File: config.mk
export PLATFORM = sky130hd
export DESIGN_NAME = tlb_fa
export DESIGN_NICKNAME = d
export VERILOG_FILES = /design/src/rtl/tlb_pkg.sv /design/src/rtl/tlb_match.sv /design/src/rtl/tlb_victim.sv /design/src/rtl/tlb_fa.sv
export SDC_FILE = /design/constraint.sdc
export NUM_CORES = 1
export LEC_CHECK = 0
export ABC_AREA = 0
export CORE_MARGIN = 1
export CORE_UTILIZATION = 50
export CTS_CLUSTER_SIZE = 14
export DETAILED_ROUTE_END_ITERATION = 7
export DONT_BUFFER_PORTS = 1
export GPL_TIMING_DRIVEN = 0
export PLACE_DENSITY = 0.65
export RECOVER_POWER = 50
export SETUP_SLACK_MARGIN = 0.05
export SLEW_MARGIN = 20
export SYNTH_ARGS = -nofsm -noshare
export SYNTH_HDL_FRONTEND = slang
export SYNTH_SLANG_ARGS = --single-unit
File: constraint.sdc
create_clock -name clk -period 7.51 [get_ports clk]
set_input_delay 0 -clock clk [delete_from_list [all_inputs] [get_ports clk]]
set_output_delay 0 -clock clk [all_outputs]
set_load 0.005 [all_outputs]
File: src/rtl/tlb_pkg.sv
package tlb_pkg;
   // How the replacement slot was chosen
   typedef enum logic [1:0] {
      PICK_FREE  = 2'd0,   // an invalid slot
      PICK_COLD  = 2'd1,   // a valid slot with usage bit clear
      PICK_SWEEP = 2'd2    // all usage bits set: clear them, take slot 0
   } pick_e;
endpackage

File: src/rtl/tlb_match.sv
module tlb_match #(
   parameter int N     = 8,
   parameter int TAG_W = 24,
   localparam int IDX_W = (N > 1) ? $clog2(N) : 1
) (
   input  logic [N-1:0]            vld,
   input  logic [N-1:0][TAG_W-1:0] tags,
   input  logic [TAG_W-1:0]        key,
   output logic [N-1:0]            onehot,
   output logic                    hit,
   output logic [IDX_W-1:0]        idx
);
   logic [N-1:0] raw;

   genvar g;
   generate
      for (g = 0; g < N; g++) begin : g_cmp
         assign raw[g] = vld[g] && (tags[g] == key);
      end
   endgenerate

   // lowest index wins if a key is cached twice
   always_comb begin
      idx    = '0;
      onehot = '0;
      for (int i = N - 1; i >= 0; i--) begin
         if (raw[i]) idx = IDX_W'(i);
      end
      if (|raw) onehot[idx] = 1'b1;
   end

   assign hit = |raw;
endmodule

File: src/rtl/tlb_victim.sv
module tlb_victim
   import tlb_pkg::*;
#(
   parameter int N = 8,
   localparam int IDX_W = (N > 1) ? $clog2(N) : 1
) (
   input  logic [N-1:0]     vld,
   input  logic [N-1:0]     used,
   output logic [IDX_W-1:0] idx,
   output pick_e            pick
);
   logic [IDX_W-1:0] free_idx, cold_idx;

   always_comb begin
      free_idx = '0;
      cold_idx = '0;
      for (int i = N - 1; i >= 0; i--) begin
         if (!vld[i])  free_idx = IDX_W'(i);
         if (!used[i]) cold_idx = IDX_W'(i);
      end
   end

   always_comb begin
      if (!(&vld)) begin
         pick = PICK_FREE;
         idx  = free_idx;
      end else if (!(&used)) begin
         pick = PICK_COLD;
         idx  = cold_idx;
      end else begin
         pick = PICK_SWEEP;
         idx  = '0;
      end
   end
endmodule

File: src/rtl/tlb_fa.sv
module tlb_fa
   import tlb_pkg::*;
#(
   parameter int VA_W    = 32,
   parameter int PA_W    = 24,
   parameter int OFS_W   = 8,
   parameter int ENTRIES = 8,
   localparam int VPN_W  = VA_W - OFS_W,
   localparam int PPN_W  = PA_W - OFS_W,
   localparam int IDX_W  = (ENTRIES > 1) ? $clog2(ENTRIES) : 1
) (
   input  logic             clk,
   input  logic             rst_n,
   input  logic             flush,
   input  logic             lk_req,
   input  logic             lk_write,
   input  logic [VA_W-1:0]  lk_vaddr,
   output logic             lk_rsp_valid,
   output logic             lk_hit,
   output logic [PA_W-1:0]  lk_paddr,
   input  logic             rf_valid,
   input  logic [VPN_W-1:0] rf_vpn,
   input  logic [PPN_W-1:0] rf_ppn,
   output logic             ev_valid,
   output logic             ev_dirty,
   output logic [VPN_W-1:0] ev_vpn,
   output logic [PPN_W-1:0] ev_ppn
);
   generate
      if (ENTRIES < 2)       begin : g_bad_n   $error("ENTRIES must be at least 2"); end
      if (OFS_W >= VA_W)     begin : g_bad_va  $error("offset must be narrower than VA"); end
      if (OFS_W >= PA_W)     begin : g_bad_pa  $error("offset must be narrower than PA"); end
   endgenerate

   // entry storage
   logic [ENTRIES-1:0][VPN_W-1:0] tag_q;
   logic [ENTRIES-1:0][PPN_W-1:0] ppn_q;
   logic [ENTRIES-1:0]            vld_q, dirty_q, used_q;
   logic [ENTRIES-1:0]            vld_d, dirty_d, used_d;

   logic [ENTRIES-1:0] m_onehot;
   logic               m_hit;
   logic [IDX_W-1:0]   m_idx;
   logic [IDX_W-1:0]   v_idx;
   pick_e              v_pick;
   logic               do_rf;

   tlb_match #(.N(ENTRIES), .TAG_W(VPN_W)) u_match (
      .vld   (vld_q),
      .tags  (tag_q),
      .key   (lk_vaddr[VA_W-1:OFS_W]),
      .onehot(m_onehot),
      .hit   (m_hit),
      .idx   (m_idx)
   );

   tlb_victim #(.N(ENTRIES)) u_victim (
      .vld (vld_q),
      .used(used_q),
      .idx (v_idx),
      .pick(v_pick)
   );

   assign do_rf = rf_valid && !flush;

   // next-state of per-entry flags
   always_comb begin
      for (int i = 0; i < ENTRIES; i++) begin
         vld_d[i]   = vld_q[i];
         used_d[i]  = used_q[i];
         dirty_d[i] = dirty_q[i];
         if (do_rf && v_pick == PICK_SWEEP) used_d[i] = 1'b0;
         if (lk_req && m_onehot[i]) begin
            used_d[i] = 1'b1;
            if (lk_write) dirty_d[i] = 1'b1;
         end
         if (do_rf && v_idx == IDX_W'(i)) begin
            vld_d[i]   = 1'b1;
            used_d[i]  = 1'b1;
            dirty_d[i] = 1'b0;
         end
      end
   end

   always_ff @(posedge clk) begin
      if (!rst_n) begin
         vld_q        <= '0;
         dirty_q      <= '0;
         used_q       <= '0;
         tag_q        <= '0;
         ppn_q        <= '0;
         lk_rsp_valid <= 1'b0;
         lk_hit       <= 1'b0;
         lk_paddr     <= '0;
         ev_valid     <= 1'b0;
         ev_dirty     <= 1'b0;
         ev_vpn       <= '0;
         ev_ppn       <= '0;
      end else begin
         lk_rsp_valid <= lk_req;
         lk_hit       <= lk_req && m_hit;
         lk_paddr     <= (lk_req && m_hit) ?
                         {ppn_q[m_idx], lk_vaddr[OFS_W-1:0]} : '0;
         ev_valid     <= do_rf && (v_pick != PICK_FREE);
         if (do_rf) begin
            ev_dirty     <= (v_pick != PICK_FREE) && dirty_q[v_idx];
            ev_vpn       <= (v_pick != PICK_FREE) ? tag_q[v_idx] : '0;
            ev_ppn       <= (v_pick != PICK_FREE) ? ppn_q[v_idx] : '0;
            tag_q[v_idx] <= rf_vpn;
            ppn_q[v_idx] <= rf_ppn;
         end
         if (flush) begin
            vld_q   <= '0;
            dirty_q <= '0;
            used_q  <= '0;
         end else begin
            vld_q   <= vld_d;
            dirty_q <= dirty_d;
            used_q  <= used_d;
         end
      end
   end
endmodule

Word level (Yosys, flattened, before mapping). Index checks and enable logic that the tools add are counted.

Equal/unequal tests: 16. Muxes and demuxes: 64. Reductions and logical operators: 63. Bitwise gates (word level): 1. $lt $le $gt $ge: 4.

Operators with widths (count): bitwise mux 192 bit (1); equality test 24 bit (8); bitwise mux 128 bit (1); binary-select mux 16 bit (select 3 bit) (2); two-way mux 3 bit (26); binary-select mux 24 bit (select 3 bit) (1); demux 24 bit (select 3 bit) (1); two-way mux 24 bit (3); two-way mux 16 bit (4); demux 16 bit (select 3 bit) (1); logical AND 1 bit (31); nonzero test 3 bit (8); OR reduction 3 bit (8); two-way mux 1 bit (19); AND reduction 2 bit (9); AND reduction 8 bit (2); equality test 3 bit, second input constant (4); < comparator 3 x 4 -> 1 bit, second input constant (2); two-way mux 8 bit (1); OR reduction 8 bit (1); equality test 3 x 2 -> 1 bit, second input constant (2); >= comparator 3 x 1 -> 1 bit, second input constant (2); two-way mux 2 bit (2); binary-select mux 1 bit (select 3 bit) (1); other kinds (8) (8).

Register bits after elaboration: 412.

Logic depth before layout (Yosys ltp).
Depth after elaboration: 18. Gate-level depth with buffers: 13.

Cells and area by module. Synthesis repeated with hierarchy kept, for this count alone.

Cell total of the unflattened synthesis: 2442. Area total of the unflattened synthesis: 22212.6 µm².

By module, submodules not included: tlb_fa (cells an instance 2096, instances 1, area each 19528.7 µm², sequential area each 8247.9 µm²); tlb_match (cells an instance 313, instances 1, area each 2488.6 µm², sequential area each 0.0 µm²); tlb_victim (cells an instance 33, instances 1, area each 195.2 µm², sequential area each 0.0 µm²).

Worst setup path after synthesis. No wires, ideal clock.

Kind: flip-flop to flip-flop. From: register tag_q[183] (netlist name). To: register lk_paddr[18]. Period minus slack after synthesis: 2.751 ns. Stages on the path, launching flop included: 13. Data required time: 7.371 ns. Arrival time: 2.612 ns. Setup slack: 4.759 ns. Path buffers: 3. Setup time: 0.139 ns. Cells stage by stage: dfxtp_1 xor2_1 or4_4 nor4_4 o2111ai_1 a21bo_1 a21bo_1 a21boi_2 buf_4 buf_12 buf_8 mux2i_1 o221ai_2.

Word-level cells in the longest chain between the ends: 12. Elaborated cells on any way between the ends: 15.

RTL lines: start, declared (line tlb_fa.sv:36) `logic [ENTRIES-1:0][VPN_W-1:0] tag_q;`; start signal, assigned by index (line tlb_fa.sv:109) `tag_q[v_idx] <= rf_vpn;`; equality test 24 bit * (line tlb_match.sv:18) `assign raw[g] = vld[g] && (tags[g] == key);`; logical AND 1 bit * (line tlb_match.sv:18); two-way mux 3 bit (8 in a row) (line tlb_match.sv:27) `if (raw[i]) idx = IDX_W'(i);`; binary-select mux 16 bit (select 3 bit) (line tlb_fa.sv:103) `{ppn_q[m_idx], lk_vaddr[OFS_W-1:0]} : '0;`; two-way mux 16 bit (not written as such) (line tlb_fa.sv:103); end signal, assigned (line tlb_fa.sv:102) `lk_paddr <= (lk_req && m_hit) ?`; end, declared (line tlb_fa.sv:20) `output logic [PA_W-1:0] lk_paddr,`.

Every way passes the cells marked *; elsewhere a longest branch is shown, timed or not. The select of a mux whose other input is x is not followed. A chain may end at the register's enable or synchronous reset.

Worst setup path in the final report.
From: register tag_q[121] (netlist name). To: register lk_paddr[18].

Word-level cells in the longest chain between the ends: 10. Elaborated cells on any way between the ends: 13.

RTL lines (line): equality test 24 bit * (tlb_match.sv:18); logical AND 1 bit * (tlb_match.sv:18); two-way mux 3 bit (6 in a row) (tlb_match.sv:27); binary-select mux 16 bit (select 3 bit) (tlb_fa.sv:103); two-way mux 16 bit (not written as such) (tlb_fa.sv:103).

Marks and branches as above.

==> results by group <==
Die
  – Starting Density: 0.510
  – Die X: 209 um
  – Die area: 43800 sq um
  – # rows: 75
  – CORE AREA: 42100 sq um
  – Die span in y: between 200 and 250 um
  – # IOs: approximately 150

Timing
  – RSZ-0062 raised after global routing: false
  – Worst-Margin Slew: 1.51 ns
  – Fmax: around 190 MHz
  – Max_slew headroom: -0.0166
  – Total negative slack: 0 ns
  – Clk_skew: between 0.015 and 0.02 ns
  – Hold Fails Final Rpt: 0
  – Tcrit/Tclk final: 0.690
  – Final setup fails: 0
  – Max Slew Vio Count: 11
  – Period minus WS final: 5.18 ns

Synth
  – Seq/Total Area, Yosys: 0.384
  – Simple-Gate Fraction of Synth Area: 0.273
  – Mean Syn Cell Area: ~7.6 sq um
  – Async S/R FF share, synth: 0
  – YS warnings: 0
  – Post-synth EDFFs: 0
  – Adder-Cell Fraction of Synth Area: 0
  – Complex-gate fraction of the synthesized area: 0.177
  – Largest family of logic cells by synthesized area: simple AND/OR/NAND/NOR gates
  – Post-synthesis mux area share: 0.0298
  – Post-Syn Area: ~21000 sq um
  – Syn Inst Count: 2825
  – Syn_nets: ~2900
  – Top FF cell, synth: dfxtp_1
  – Post-Synth XOR/XNOR Area: 0.0783
  – Synth cell types: 54
  – #FFs+latches synth: about 410

Run status
  – Failing checks: max-capacitance violations, max-slew violations
  – Run status: complete, but fails checks

Worst setup path
  – CP max FO: 10
  – CP most frequent cell: clkbuf_1
  – Reg2Reg Depth: 12
  – Crit path cell chain: xnor2_1 -> nand4_1 -> nor3_1 -> nand4_1 -> a21bo_1 -> a21bo_1 -> a21boi_0 -> clkbuf_1 -> clkbuf_1 -> clkbuf_1 -> mux2i_1 -> o221ai_2
  – CP required: a little under 8 ns
  – Crit. End Element: register
  – R2R setup slack: 2.33 ns
  – Critical path's largest stage delay: roughly 0.89 ns
  – CP Class: reg -> reg
  – Crit-path leading delay family: buffers and inverters
  – Critical path's slowest cell: clkbuf_1
  – Worst r2r src: tag_q[121]
  – RR Endpoint: lk_paddr[18]
  – Critical path startpoint: tag_q[121]
  – Worst Path Arrival: 5.61 ns
  – Critical path startpoint category: register
  – Worst path buffer plus inverter count: 3

Clocking
  – Post-CTS setup buffer count: 0
  – Worst-Skew Late Latency: a little under 0.6 ns
  – CTS Buffer Depth: 3
  – CTS tree: done
  – Num CTS Buffers: 46
  – Htree depth: 2
  – Clk root buf: clkbuf_16
  – Clk sink count: slightly above 400
  – Clock transition at path regs: 0.06 ns

Flow run
  – Max-Cap Viols: 1

Routing
  – Drt wl/cell: between 20 and 30 um
  – Vias/cell: about 6.4
  – DRC violations left: 0
  – Antenna-violating nets left: 0
  – Vias after detailed routing: around 22000
  – DR pass1 iterations: 6
  – Routed WL: just over 100000 um
  – Starting DRT DRC Count: 3505

Placed design
  – DP HPWL: 74800 um
  – PortBufs: 0
  – DP Area: between 20000 and 25000 sq um
  – Placer Congestion: about 1.0

GRT
  – Total grt overflow: 0
  – Initial antenna violation count: 6
  – Largest net degree at the start of global routing: 14
  – Vias in the first global route: roughly 21000
  – First-pass GRT wire length: ~140000 um
  – Gr usage total: 0.451

Finish
  – Final nets: roughly 3000
  – Design Area, Final: 24300 sq um
  – Area growth from synthesis to layout: 13.1%
  – Share of layout cells above drive strength 1: 0.0481

Power and ir drop
  – Clock share of power: 0.468
  – Peak VDD IR: about 180 uV
  – Lkg Pwr: about 7.9 nW
  – Sw Share: 0.259
  – Int Pwr: ~3.7 mW
  – PD cells: 204 nW/um^2
  – NetSw: 1.28 mW
  – Logic pwr share: 0.086
  – Flop pwr share: 0.446

Hold path
  – Hold Crit Depth: 4
  – HP Class: in -> reg
  – Hold endpoint: dirty_q[4]
  – Hold path start: lk_write
==> synthesized netlist by cell type (all sizes together) (2+ instances only) <==
master / count / area, sq um
nand2: 1034 / 3880
dfxtp: 412 / 8250
a21boi: 331 / 2490
clkbuf: 187 / 702
nand3: 125 / 626
xor2: 103 / 902
xnor2: 89 / 780
buf: 70 / 508
mux2i: 64 / 641
nand4: 42 / 263
and3: 41 / 257
a31oi: 40 / 250
o21ai: 37 / 185
a311oi: 34 / 298
nor4: 34 / 228
nor3: 30 / 150
nor2: 27 / 101
o221ai: 16 / 178
o22a: 16 / 140
a21oi: 13 / 65.1
and2: 13 / 81.3
a32oi: 7 / 61.3
inv: 7 / 26.3
or4: 7 / 56.3
nand4b: 5 / 43.8
nor4b: 5 / 43.8
a221oi: 4 / 35.0
nor2b: 4 / 25.0
or2: 4 / 25.0
a41oi: 3 / 26.3
nand2b: 3 / 18.8
nor3b: 3 / 22.5
a21bo: 2 / 20.0
a41o: 2 / 20.0
and4: 2 / 17.5
==> worst register-to-register path: cells and delay by family (launching register included) <==
family	cells	cell delay, ns
buffers and inverters	3	2.03
and+or+nand+nor	3	0.84
AOI/OAI and AO/OA	4	0.78
xor gates and xnor gates	1	0.64
muxes	1	0.40
DFF	1	0.34
==> power groups by stage <==
| stage | registers [mW] | clock network, mW | logic, mW |
|---|---|---|---|
| after floorplan | 2.25 | 0 | 0.221 |
| after global placement | 2.26 | 0 | 0.380 |
| after detailed placement | 2.26 | 0 | 0.379 |
| after CTS | 2.21 | 2.29 | 0.404 |
| after global routing | 2.21 | 2.39 | 0.433 |
| final | 2.21 | 2.32 | 0.427 |
==> metal layers <==
layer  part of all wire  vias to the layer above  global-route usage
met5            0.00013                        -                   0
met4              0.051                        2               0.209
met3               0.15                      292               0.145
met2               0.40                     1829               0.638
met1               0.40                    10700               0.619
li1                   -                     9706                   -
==> cells in the final DEF (no fill, tap or decap), types with 41 or more instances in the layout <==
cell type      instances
a21boi_0             331
and3_1                41
buf_4                 42
clkbuf_1             201
clkbuf_16             49
dfxtp_1              412
dlygate4sd3_1         61
mux2i_1               64
nand2_1             1034
nand3_1              125
nand4_1               42
xnor2_1               89
xor2_1               103
==> metrics by stage <==
step                      power [mW]  instances  setup slack (ns)  utilization  hold slack (ns)
final                           4.95       3513              2.33        0.577           0.0301
after global routing            5.03       3510              2.37        0.577           0.0428
after CTS                       4.91       3509              3.17        0.578          0.00636
after detailed placement        2.64       3368              3.20        0.528            0.127
after global placement          2.64       3364              2.52        0.526            0.127
after floorplan                 2.48       2825              4.76            -            0.122
==> worst max path at each step <==
stage                   end  slack, ns  depth (start not counted)
2_1_floorplan  lk_paddr[18]       4.76                         12
3_3_place_gp     tag_q[148]       2.52                          8
3_5_place_dp     ev_vpn[22]       3.20                         10
4_1_cts          ev_vpn[22]       3.17                         10
5_1_grt        lk_paddr[20]       2.37                         12
6_report       lk_paddr[18]       2.33                         12
==> cell families after synthesis <==
| logic type | after synthesis |
|---|---|
| XOR/XNOR | 192 |
| AND/OR/NAND/NOR | 1383 |
| AO/OA/AOI/OAI | 510 |
| flip-flops | 412 |
| multiplexers | 64 |
| buffers and inverters | 264 |
==> flip-flops by register name (all words and copies together), names as in the netlist, 8 cells and up <==
| register | flops |
|---|---|
| tag_q | 192 |
| dirty_q | 8 |
| ppn_q | 128 |
| ev_vpn | 24 |
| vld_q | 8 |
| lk_paddr | 24 |
| ev_ppn | 16 |
| used_q | 8 |
==> cell type report <==
type,instances,area [sq um]
buffer,257,1180
multi-input combinational,2149,12000
inverter,7,26.3
clock buffer,68,1390
tap,539,674
antenna,4,10.0
clock inverter,12,116
fill,3924,17800
sequential,412,8250
timing repair buffer,65,648
==> repair_timing <==
action,CTS,global route
hold buffers,61,0
resized for setup,0,0
endpoints found under the hold margin,340,0
setup endpoints to repair,0,0
Power figures use the tool's default switching activity.
